==> config.mk <==
export PLATFORM = sky130hd
export DESIGN_NAME = dec_adjust_unit
export DESIGN_NICKNAME = d
export VERILOG_FILES = /design/src/rtl/dau_pkg.sv /design/src/rtl/dau_bcd_fix.sv /design/src/rtl/dau_fold.sv /design/src/rtl/dau_divider.sv /design/src/rtl/dec_adjust_unit.sv
export SDC_FILE = /design/constraint.sdc
export NUM_CORES = 1
export LEC_CHECK = 0
export BUFFER_PORTS_ARGS = -buffer_cell sky130_fd_sc_hd__buf_2
export CAP_MARGIN = 20
export CORE_ASPECT_RATIO = 0.6
export CORE_UTILIZATION = 56
export CTS_CLUSTER_DIAMETER = 80
export DETAILED_ROUTE_END_ITERATION = 12
export HOLD_SLACK_MARGIN = 0.03
export PLACE_DENSITY = 0.85
export REMOVE_ABC_BUFFERS = 1
export SETUP_SLACK_MARGIN = 0.5
export SLEW_MARGIN = 20
export SYNTH_ARGS = -nofsm -noshare
export SYNTH_HDL_FRONTEND = slang
export SYNTH_SLANG_ARGS = --single-unit
==> constraint.sdc <==
create_clock -name clk -period 6.3 [get_ports clk]
set_clock_uncertainty 0.2 [all_clocks]
set_input_delay 0.63 -clock clk [delete_from_list [all_inputs] [get_ports clk]]
set_output_delay 0.63 -clock clk [all_outputs]
set_load 0.05 [all_outputs]
==> src/rtl/dau_pkg.sv <==
// Shared definitions for the decimal adjust unit.
// Assumes an 8-bit register pair made of two 4-bit decimal digits.
package dau_pkg;
    localparam int DW = 8;              // register width
    localparam int NW = DW / 2;         // decimal digit width
    localparam int W2 = 2 * DW;         // product / sum width

    localparam logic [DW-1:0] NIB_MASK   = DW'((1 << NW) - 1);
    localparam logic [DW-1:0] LOW_STEP   = DW'(6);
    localparam logic [DW-1:0] HIGH_STEP  = DW'(6 << NW);
    localparam logic [DW-1:0] HIGH_LIMIT = DW'((10 << NW) - 1);
    localparam logic [NW-1:0] DIGIT_MAX  = NW'(9);

    typedef enum logic [2:0] {
        OP_PK_ADD = 3'd0,
        OP_PK_SUB = 3'd1,
        OP_UN_ADD = 3'd2,
        OP_UN_SUB = 3'd3,
        OP_MUL_AJ = 3'd4,
        OP_DIV_AJ = 3'd5,
        OP_PASS6  = 3'd6,
        OP_PASS7  = 3'd7
    } dau_op_e;

    typedef struct packed {
        logic [DW-1:0] lo;
        logic [DW-1:0] hi;
        logic          cf;
        logic          af;
        logic          sf;
        logic          zf;
        logic          pf;
        logic          of;
        logic          fault;
    } dau_res_t;

    // Even parity over a register value: 1 when the count of ones is even.
    function automatic logic even_ones(input logic [DW-1:0] v);
        return ~(^v);
    endfunction
endpackage

==> src/rtl/dau_bcd_fix.sv <==
// Combinational packed and unpacked decimal correction (op codes 0..3).
// Assumes the caller selects this result only for those codes; for
// other codes it returns the registers unchanged with flags clear.
module dau_bcd_fix
    import dau_pkg::*;
(
    input  dau_op_e       op,
    input  logic [DW-1:0] lo,
    input  logic [DW-1:0] hi,
    input  logic          af_i,
    input  logic          cf_i,
    output dau_res_t      res
);
    logic          digit_big;
    logic          low_fix;
    logic          is_sub;
    logic [DW-1:0] step1;
    logic          high_fix;
    logic [DW-1:0] step2;
    logic [DW-1:0] un_lo;
    logic [DW-1:0] un_hi;
    logic [DW-1:0] borrow2;

    // Low-digit test shared by all four corrections.
    always_comb begin
        digit_big = lo[NW-1:0] > DIGIT_MAX;
        low_fix   = digit_big | af_i;
        is_sub    = (op == OP_PK_SUB);
    end

    // Packed path: the high test looks at the low-corrected value.
    always_comb begin
        if (low_fix) step1 = is_sub ? (lo - LOW_STEP) : (lo + LOW_STEP);
        else         step1 = lo;
        high_fix = (step1 > HIGH_LIMIT) | cf_i;
        if (high_fix) step2 = is_sub ? (step1 - HIGH_STEP) : (step1 + HIGH_STEP);
        else          step2 = step1;
    end

    // Unpacked path: digit in the low nibble, carry or borrow into high.
    always_comb begin
        borrow2 = (lo < LOW_STEP) ? DW'(2) : DW'(1);
        if (!low_fix) begin
            un_lo = lo & NIB_MASK;
            un_hi = hi;
        end else if (op == OP_UN_SUB) begin
            un_lo = (lo - LOW_STEP) & NIB_MASK;
            un_hi = hi - borrow2;
        end else begin
            un_lo = (lo + LOW_STEP) & NIB_MASK;
            un_hi = hi + DW'(1);
        end
    end

    // Result assembly with flags taken from the new low register.
    always_comb begin
        res = '0;
        unique case (op)
            OP_PK_ADD, OP_PK_SUB: begin
                res.lo = step2;
                res.hi = hi;
                res.af = low_fix;
                res.cf = high_fix;
            end
            OP_UN_ADD, OP_UN_SUB: begin
                res.lo = un_lo;
                res.hi = un_hi;
                res.af = low_fix;
                res.cf = low_fix;
            end
            default: begin
                res.lo = lo;
                res.hi = hi;
            end
        endcase
        if (op inside {OP_PK_ADD, OP_PK_SUB, OP_UN_ADD, OP_UN_SUB}) begin
            res.sf = res.lo[DW-1];
            res.zf = (res.lo == '0);
            res.pf = even_ones(res.lo);
        end
    end
endmodule

==> src/rtl/dau_fold.sv <==
// Combinational divide-adjust fold: low := low byte of (high*base + low),
// high := 0. Assumes the 16-bit sum cannot overflow (255*255+255 fits).
module dau_fold
    import dau_pkg::*;
(
    input  logic [DW-1:0] lo,
    input  logic [DW-1:0] hi,
    input  logic [DW-1:0] base,
    output dau_res_t      res
);
    logic [W2-1:0] prod;
    logic [W2-1:0] sum;

    // Product and widened sum.
    always_comb begin
        prod = W2'(hi) * W2'(base);
        sum  = prod + W2'(lo);
    end

    // Result and flags.
    always_comb begin
        res       = '0;
        res.lo    = sum[DW-1:0];
        res.hi    = '0;
        res.cf    = (sum[W2-1:DW] != '0);
        res.af    = prod[3] ^ sum[3];
        res.of    = sum[DW-1] ^ lo[DW-1];
        res.sf    = sum[DW-1];
        res.zf    = (sum[DW-1:0] == '0);
        res.pf    = even_ones(sum[DW-1:0]);
    end
endmodule

==> src/rtl/dau_divider.sv <==
// Iterative restoring divider, one quotient bit per cycle.
// go loads operands (divisor must be nonzero); after DW step cycles
// valid is high for one cycle with quo and rem, then the unit idles.
module dau_divider #(
    parameter int DW = 8
) (
    input  logic          clk,
    input  logic          rst_n,
    input  logic          go,
    input  logic [DW-1:0] dividend,
    input  logic [DW-1:0] divisor,
    output logic          valid,
    output logic [DW-1:0] quo,
    output logic [DW-1:0] rem
);
    localparam int CW  = $clog2(DW + 1);
    localparam int DW2 = 2 * DW;

    logic          run;
    logic [CW-1:0] cnt;
    logic [DW-1:0] dvs;
    logic [DW-1:0] dvd;
    logic [DW:0]   partial;
    logic          fits;

    // Trial subtraction for the current step.
    always_comb begin
        partial = {rem, quo[DW-1]};
        fits    = partial >= {1'b0, dvs};
    end

    assign valid = run && (cnt == '0);

    // Load, shift-subtract steps, and release.
    always_ff @(posedge clk) begin
        if (!rst_n) begin
            run <= 1'b0;
            cnt <= '0;
            dvs <= '0;
            dvd <= '0;
            quo <= '0;
            rem <= '0;
        end else if (go) begin
            run <= 1'b1;
            cnt <= CW'(DW);
            dvs <= divisor;
            dvd <= dividend;
            quo <= dividend;
            rem <= '0;
        end else if (run) begin
            if (cnt != '0) begin
                cnt <= cnt - CW'(1);
                if (fits) begin
                    rem <= DW'(partial - {1'b0, dvs});
                    quo <= {quo[DW-2:0], 1'b1};
                end else begin
                    rem <= partial[DW-1:0];
                    quo <= {quo[DW-2:0], 1'b0};
                end
            end else begin
                run <= 1'b0;
            end
        end
    end

    // a finished division reconstructs the dividend exactly.
    assert_div_exact_R8: assert property (@(posedge clk) disable iff (!rst_n)
        valid |-> ((DW2'(quo) * DW2'(dvs) + DW2'(rem)) == DW2'(dvd)));

    // the remainder is always below the divisor when finished.
    assert_rem_small_R8: assert property (@(posedge clk) disable iff (!rst_n)
        valid |-> (rem < dvs));
endmodule

==> src/rtl/dec_adjust_unit.sv <==
// Decimal arithmetic adjust unit, top level.
// Accepts one operation per start while idle; combinational corrections
// finish on the accepting edge, multiply adjust runs the iterative divider.
// Outputs are registered and hold between done pulses.
module dec_adjust_unit
    import dau_pkg::*;
(
    input  logic         clk,
    input  logic         rst_n,
    input  logic         start,
    input  logic [2:0]   op_sel,
    input  logic [7:0]   lo_in,
    input  logic [7:0]   hi_in,
    input  logic         af_in,
    input  logic         cf_in,
    input  logic [7:0]   base_in,
    output logic         busy,
    output logic         done,
    output logic [7:0]   lo_out,
    output logic [7:0]   hi_out,
    output logic         cf_out,
    output logic         af_out,
    output logic         sf_out,
    output logic         zf_out,
    output logic         pf_out,
    output logic         of_out,
    output logic         fault
);
    typedef enum logic {ST_IDLE, ST_WAIT} st_e;

    st_e      state;
    dau_op_e  op;
    dau_op_e  op_q;
    dau_res_t bcd_res;
    dau_res_t fold_res;
    dau_res_t fast_res;
    dau_res_t div_res;
    dau_res_t out_q;
    logic     accept;
    logic     div_go;
    logic     div_valid;
    logic [DW-1:0] div_quo;
    logic [DW-1:0] div_rem;

    assign op = dau_op_e'(op_sel);

    dau_bcd_fix u_bcd (
        .op   (op),
        .lo   (lo_in),
        .hi   (hi_in),
        .af_i (af_in),
        .cf_i (cf_in),
        .res  (bcd_res)
    );

    dau_fold u_fold (
        .lo   (lo_in),
        .hi   (hi_in),
        .base (base_in),
        .res  (fold_res)
    );

    dau_divider #(.DW(DW)) u_div (
        .clk      (clk),
        .rst_n    (rst_n),
        .go       (div_go),
        .dividend (lo_in),
        .divisor  (base_in),
        .valid    (div_valid),
        .quo      (div_quo),
        .rem      (div_rem)
    );

    // Handshake decode: accept only while idle, divider only for a real base.
    always_comb begin
        accept = start && (state == ST_IDLE);
        div_go = accept && (op == OP_MUL_AJ) && (base_in != '0);
    end

    // Single-edge result select for every case that needs no divider.
    always_comb begin
        fast_res = '0;
        unique case (op)
            OP_PK_ADD, OP_PK_SUB, OP_UN_ADD, OP_UN_SUB: fast_res = bcd_res;
            OP_DIV_AJ: fast_res = fold_res;
            OP_MUL_AJ: begin
                fast_res.lo    = lo_in;
                fast_res.hi    = hi_in;
                fast_res.fault = 1'b1;
            end
            default: begin
                fast_res.lo = lo_in;
                fast_res.hi = hi_in;
            end
        endcase
    end

    // Multiply-adjust result built from the divider outputs.
    always_comb begin
        div_res    = '0;
        div_res.hi = div_quo;
        div_res.lo = div_rem;
        div_res.sf = div_rem[DW-1];
        div_res.zf = (div_rem == '0);
        div_res.pf = even_ones(div_rem);
    end

    // Control state, result register and done strobe.
    always_ff @(posedge clk) begin
        if (!rst_n) begin
            state <= ST_IDLE;
            op_q  <= OP_PK_ADD;
            out_q <= '0;
            done  <= 1'b0;
        end else begin
            done <= 1'b0;
            if (accept) begin
                op_q <= op;
                if (div_go) begin
                    state <= ST_WAIT;
                end else begin
                    out_q <= fast_res;
                    done  <= 1'b1;
                end
            end else if (state == ST_WAIT && div_valid) begin
                out_q <= div_res;
                done  <= 1'b1;
                state <= ST_IDLE;
            end
        end
    end

    assign busy   = (state == ST_WAIT);
    assign lo_out = out_q.lo;
    assign hi_out = out_q.hi;
    assign cf_out = out_q.cf;
    assign af_out = out_q.af;
    assign sf_out = out_q.sf;
    assign zf_out = out_q.zf;
    assign pf_out = out_q.pf;
    assign of_out = out_q.of;
    assign fault  = out_q.fault;

    // no result strobe while the divider is still running.
    assert_no_done_busy_R2: assert property (@(posedge clk) disable iff (!rst_n)
        busy |-> !done);

    // a divided multiply-adjust result follows a busy period.
    assert_mul_after_wait_R2: assert property (@(posedge clk) disable iff (!rst_n)
        (done && op_q == OP_MUL_AJ && !fault) |-> $past(busy));

    // a fault returns the registers presented on the accepting edge.
    assert_fault_keeps_regs_R9: assert property (@(posedge clk) disable iff (!rst_n)
        fault && done |-> (lo_out == $past(lo_in) && hi_out == $past(hi_in)));

    // unpacked adjustments always leave a single digit in the low register.
    assert_unpacked_digit_R6: assert property (@(posedge clk) disable iff (!rst_n)
        (done && (op_q == OP_UN_ADD || op_q == OP_UN_SUB)) |-> (lo_out[7:4] == 4'h0));

    // divide adjust always clears the high register.
    assert_fold_hi_clear_R10: assert property (@(posedge clk) disable iff (!rst_n)
        (done && op_q == OP_DIV_AJ) |-> (hi_out == 8'h00));

    // outputs only move together with a done strobe.
    assert_hold_between_R12: assert property (@(posedge clk) disable iff (!rst_n)
        !done |-> ($stable(lo_out) && $stable(hi_out) && $stable(fault)));
endmodule

# Word level (Yosys, flattened, before mapping)
# Cells that the tools add are included.
# Widths: inputs -> output; s select.
[word_totals]
ff_bits = 54
out_inout_bits = 25
wordCells = 110
[classes]
n_addsub = 9
mul = 1
magnitude_cmp = 4
n_eq_ne = 7
n_mux = 35
n_bitwise = 9
reduce_logical = 28
[ops]
columns = ["cell", "count"]
rows = [
  ["$mux 8", 11],
  ["$mux 23", 3],
  ["$pmux 16 s2", 2],
  ["$logic_not 8->1", 3],
  ["$reduce_xor 8->1", 3],
  ["$add 16x8->16", 1],
  ["$mul 8x8->16", 1],
  ["$mux 4", 4],
  ["$reduce_bool 8->1", 2],
  ["$sub 8x8->8", 2],
  ["$pmux 6 s2", 1],
  ["$mux 1", 11],
  ["$ge 9x8->1", 1],
  ["$add 8x1->8 const B", 1],
  ["$add 8x3->8 const B", 1],
  ["$add 8x7->8 const B", 1],
  ["$gt 8x8->1 const B", 1],
  ["$lt 8x3->1 const B", 1],
  ["$reduce_and 2->1", 4],
  ["$reduce_bool 4->1", 2],
  ["$sub 8x3->8 const B", 1],
  ["$sub 8x7->8 const B", 1],
  ["$eq 3x2->1 const B", 2],
  ["$eq 3x3->1 const B", 2],
  ["other kinds (17)", 31],
]

# Logic depth before layout (Yosys ltp)
[depth]
ltp_word = 13
mapped_depth = 23
depth_no_buf = 22

# Hierarchy
# From an unflattened synthesis, not the netlist that was laid out.
[unflattened]
cells_unflattened = 907
hier_area_um2 = 7300.8
[modules_own_cells]
columns = ["module", "instances", "cells_each", "area_each_um2", "seq_area_each_um2"]
rows = [
  ["dau_fold", 1, 348, 2829.0, 0.0],
  ["dec_adjust_unit", 1, 212, 1701.6, 500.5],
  ["dau_divider", 1, 185, 1650.3, 580.6],
  ["dau_bcd_fix", 1, 162, 1119.8, 0.0],
]

# Worst setup path after synthesis
# OpenSTA, ideal clock, no wires.
[synth_path]
path_kind = "input -> register"
start = "in base_in[7]"
end = "reg out_q, in the netlist cf_out"
setup_ps = 120
arrival_time_ps = 5745
required_ps = 5980
path_slack_ps = 235
path_stages = 20
path_buffers = 1
path_cell_list = "clkbuf_1 nand2_1 fa_1 fa_1 inv_1 fa_1 inv_1 fa_1 inv_1 ha_1 xnor2_1 ha_1 or4_4 or2_1 o221ai_2 nor3b_2 a21oi_1 a2bb2oi_1 a311o_1 o31a_1"
[synth_between]
elab_chain_cells = 6
word_cells_on_any_way = 10
cone_classes = "add/sub: 1; mul: 1; eq/ne: 1; mux: 3; reduce/logical: 4"
[synth_rtl]
columns = ["element", "line_no", "text"]
rows = [
  ["from (decl)", "dec_adjust_unit.sv:16", "input logic [7:0] base_in,"],
  ["$mul 8x8->16", "dau_fold.sv:16", "prod = W2'(hi) * W2'(base);"],
  ["$add 16x8->16", "dau_fold.sv:17", "sum = prod + W2'(lo);"],
  ["$reduce_bool 8->1", "dau_fold.sv:25", "res.cf = (sum[W2-1:DW] != '0);"],
  ["$pmux 6 s2", "dec_adjust_unit.sv:83", "unique case (op)"],
  ["$mux 23", "dec_adjust_unit.sv:119", "if (div_go) begin"],
  ["$mux 23", "dec_adjust_unit.sv:117", "if (accept) begin"],
  ["to (signal assigned)", "dec_adjust_unit.sv:122", "out_q <= fast_res;"],
  ["to (signal assigned)", "dec_adjust_unit.sv:126", "out_q <= div_res;"],
  ["to (decl)", "dec_adjust_unit.sv:38", "dau_res_t out_q;"],
]
# Parallel ways exist; a longest one is shown, timed or not. The select of a mux whose other input is x is not followed.
# A chain may end at the register's enable or synchronous reset.

# Final worst setup path
[layout_path]
start = "in hi_in[5]"
end = "reg out_q, in the netlist cf_out"
[layout_between]
elab_chain_cells = 6
[layout_rtl]
columns = ["element", "line_no", "text"]
rows = [
  ["from (decl)", "dec_adjust_unit.sv:13", "input logic [7:0] hi_in,"],
  ["$mul 8x8->16", "dau_fold.sv:16", ""],
  ["$add 16x8->16", "dau_fold.sv:17", ""],
  ["$reduce_bool 8->1", "dau_fold.sv:25", ""],
  ["$pmux 6 s2", "dec_adjust_unit.sv:83", ""],
  ["$mux 23", "dec_adjust_unit.sv:119", ""],
  ["$mux 23", "dec_adjust_unit.sv:117", ""],
]
# Every way passes these cells. The select of a mux whose other input is x is not followed.

==> results.tsv <==
metric	value	unit
cts.path.max_buffers	2	
fmax	0.177	GHz
path_cells	buf_2 -> and2_4 -> fa_1 -> inv_1 -> fa_1 -> inv_2 -> fa_1 -> inv_2 -> fa_1 -> inv_1 -> ha_4 -> xnor2_2 -> ha_2 -> or4_4 -> or2_1 -> o221ai_2 -> buf_4 -> nor4_1 -> and2_2 -> a311o_1 -> o31a_1	
dp_cells	1010	
ys.flop_type	dfxtp_1	
max_slew_margin	32.4	%
portBuffers	56	
crit_buf_inv	6	
path_class	in2reg	
cts_htree_levels	2	
max_cap_violations	0	
hpwl	13900	µm
grt_max_degree	33	
initial_core_util	57.6	%
io_pins	57	
syn_inst	822	
routed_via_density	6.06	
setup_viol	0	
crit_top_cell	fa_1	
grt_antenna_before_repair	0	
seq_area_frac_synth	16.6	%
yosys_warnings	0	
syn2layout_area_growth	10.6	%
finalCriticalPeriod	5650	ps
synth.distinct_cells	79	
routedWlPerCell	17.2	µm
num_rows	30	
nets	1005	
fp.dieArea	12100	µm²
synth_edf_count	0	
final_cell_mix	93 x inv_1, 87 x nand2_1, 68 x ha_1	
via_count	6183	
clkLatencyLatePin	300	ps
critPathMaxStageDelay	540	ps
clock-sinks	54	
tns	0	ps
r2r_slack	3240	ps
hold_path_depth	2	
grt_pass1_vias	5752	
grt_remaining_overflow	0	
crit_family	adder cells	
critPathLaunchType	input port	
grt_first_pass_wirelength	28700	µm
final_util	63.7	%
chipWidth	141	µm
dr.pass1.iters	5	
antennaDiodeCount	0	
setup.worst_path.end_class	flip-flop	
synth_area	6530	µm²
path_depth	21	
yosys_register_bits	54	
tritoncts	built	
core	11300	µm²
crit_fanout	4	
final-hold-violation-count	0	
leakagePower	3.20	nW
powerDensity	309	nW/µm²
drc	0	
gp_congestion	0.922	
final_cells	1020	
r2r_start	busy$_SDFFE_PN0P_	
hp-start	pf_out$_SDFFE_PN0P_	
async_flop_share	0	%
fp.dieH	85.6	µm
syn_avg_cell_area	7.94	µm²
holdCritPathClass	reg2reg	
critPathArrivalTime	5650	ps
final_common_cell	inv_1	
hold_ws	255	ps
layout-drive-gt1-share	14.7	%
wl	17500	µm
final_area	7220	µm²
slew_viol_final	0	
nFillCells	973	
cts_root_buffer	clkbuf_16	
rsz0062_at_grt	false	
fin_crit_sh	89.7	%
status	completed	
r2r_cells	9	
cp_slowest_cell	fa_1	
postRouteAntennaNets	0	
r2r-end	hi_out[5]$_SDFFE_PN0P_	
crit_required	6300	ps
hold_end	pf_out$_SDFFE_PN0P_	
cts_buffers	5	
place_area	6950	µm²
grt_usage	30.1	%
power	2.23	mW
path_clk_slew	80	ps
worst_slew_pin_slew	1010	ps
dp_slack	98.3	ps
first_iter_violations	691	
worst_slack	648	ps
ir_worst_vdd	205	µV
-- worst max path at each step --
stage	end	slack [ps]	startpoint
5_1_grt	cf_out$_SDFFE_PN0P_	490	base_in[4]
6_report	cf_out$_SDFFE_PN0P_	650	hi_in[5]
3_3_place_gp	cf_out$_SDFFE_PN0P_	180	hi_in[3]
3_5_place_dp	cf_out$_SDFFE_PN0P_	100	hi_in[3]
4_1_cts	cf_out$_SDFFE_PN0P_	530	hi_in[3]
2_1_floorplan	cf_out$_SDFFE_PN0P_	440	hi_in[3]
-- report_power, final --
part / switching (mW) / internal (mW)
logic: 0.876 / 0.655
registers: 0.0102 / 0.357
clock network: 0.131 / 0.200
-- synthesized netlist by cell type (3+ instances only) --
master,instances,area share [%]
o31ai_1,3,0.35
dfxtp_1,54,17
and3_1,4,0.38
a211oi_1,14,1.6
ha_1,74,14
o21ai_1,5,0.38
inv_1,96,5.5
nand4_1,6,0.58
o211ai_1,20,2.3
o221ai_1,4,0.54
fa_1,40,12
xor2_1,11,1.5
o2111ai_1,4,0.54
or3_1,5,0.48
o22ai_1,5,0.48
mux2i_1,9,1.4
o21ai_0,26,2.0
nor2b_1,9,0.86
o211a_1,3,0.46
nand2_1,87,5.0
a21oi_1,54,4.1
nor2_1,50,2.9
clkbuf_1,40,2.3
and2_1,36,3.5
nand3_1,19,1.5
a311oi_1,6,0.81
a21boi_1,3,0.35
xnor2_1,34,4.6
nor3_1,12,0.92
a22oi_1,5,0.58
o21a_1,3,0.35
nor4_1,5,0.48
a31oi_1,5,0.48
a21o_1,8,0.92
nand2b_1,7,0.67
-- what timing repair did --
| action | CTS | global route |
|---|---|---|
| buffers inserted | 0 | 2 |
| endpoints found under the hold margin | 0 | 0 |
| resized for setup | 4 | 17 |
| hold buffers | 0 | 0 |
| setup endpoints to repair | 1 | 1 |
| pin swaps | 1 | 13 |
-- cell families (layout without fill, tap and decap cells) --
group           count (synthesis)  count (layout)  share of synthesized area (%)
flops                          54              54                           16.6
simple gates                  260             260                           20.1
fa+ha+maj                     114             114                           26.5
mux                            12              12                           1.96
compound gates                194             194                           20.1
buf+inv                       141             179                           8.30
xor+xnor                       47              47                           6.54
-- layer usage --
| layer | vias to the layer above | wire (µm) | GRT usage [%] |
|---|---|---|---|
| li1 | 2910 | - | - |
| met1 | 2923 | 8000 | 44.7 |
| met2 | 328 | 7130 | 43.8 |
| met3 | 22 | 2180 | 7.98 |
| met4 | 0 | 216 | 4.94 |
| met5 | - | 0 | 0 |
-- area by class of cell --
| cell class | count | area, µm² | area share [%] |
|---|---|---|---|
| clock buffer | 6 | 139 | 1.92 |
| clock inverter | 2 | 38.8 | 0.537 |
| inverter | 97 | 364 | 5.04 |
| multi-input combinational | 627 | 4980 | 68.9 |
| sequential | 54 | 1080 | 15.0 |
| tap | 160 | 200 | 2.77 |
| timing repair buffer | 74 | 420 | 5.82 |
-- flip-flops by register name (all words and copies together), names as in the netlist --
name	cells
u_div.dvs	8
u_div.quo	8
fault	1
busy	1
zf_out	1
u_div.run	1
cf_out	1
done	1
u_div.cnt	4
of_out	1
af_out	1
u_div.rem	8
lo_out	8
sf_out	1
pf_out	1
hi_out	8
-- worst register-to-register path, stage by stage, from the launching register on --
cell,delay (ps)
dfxtp_1,410
nand2b_1,350
nor4b_4,80
buf_4,210
nand2_1,80
buf_4,270
nand2_1,230
nand2_1,550
nand2_1,290
o31ai_1,310
Note: power is estimated with default switching activity, not from simulation.
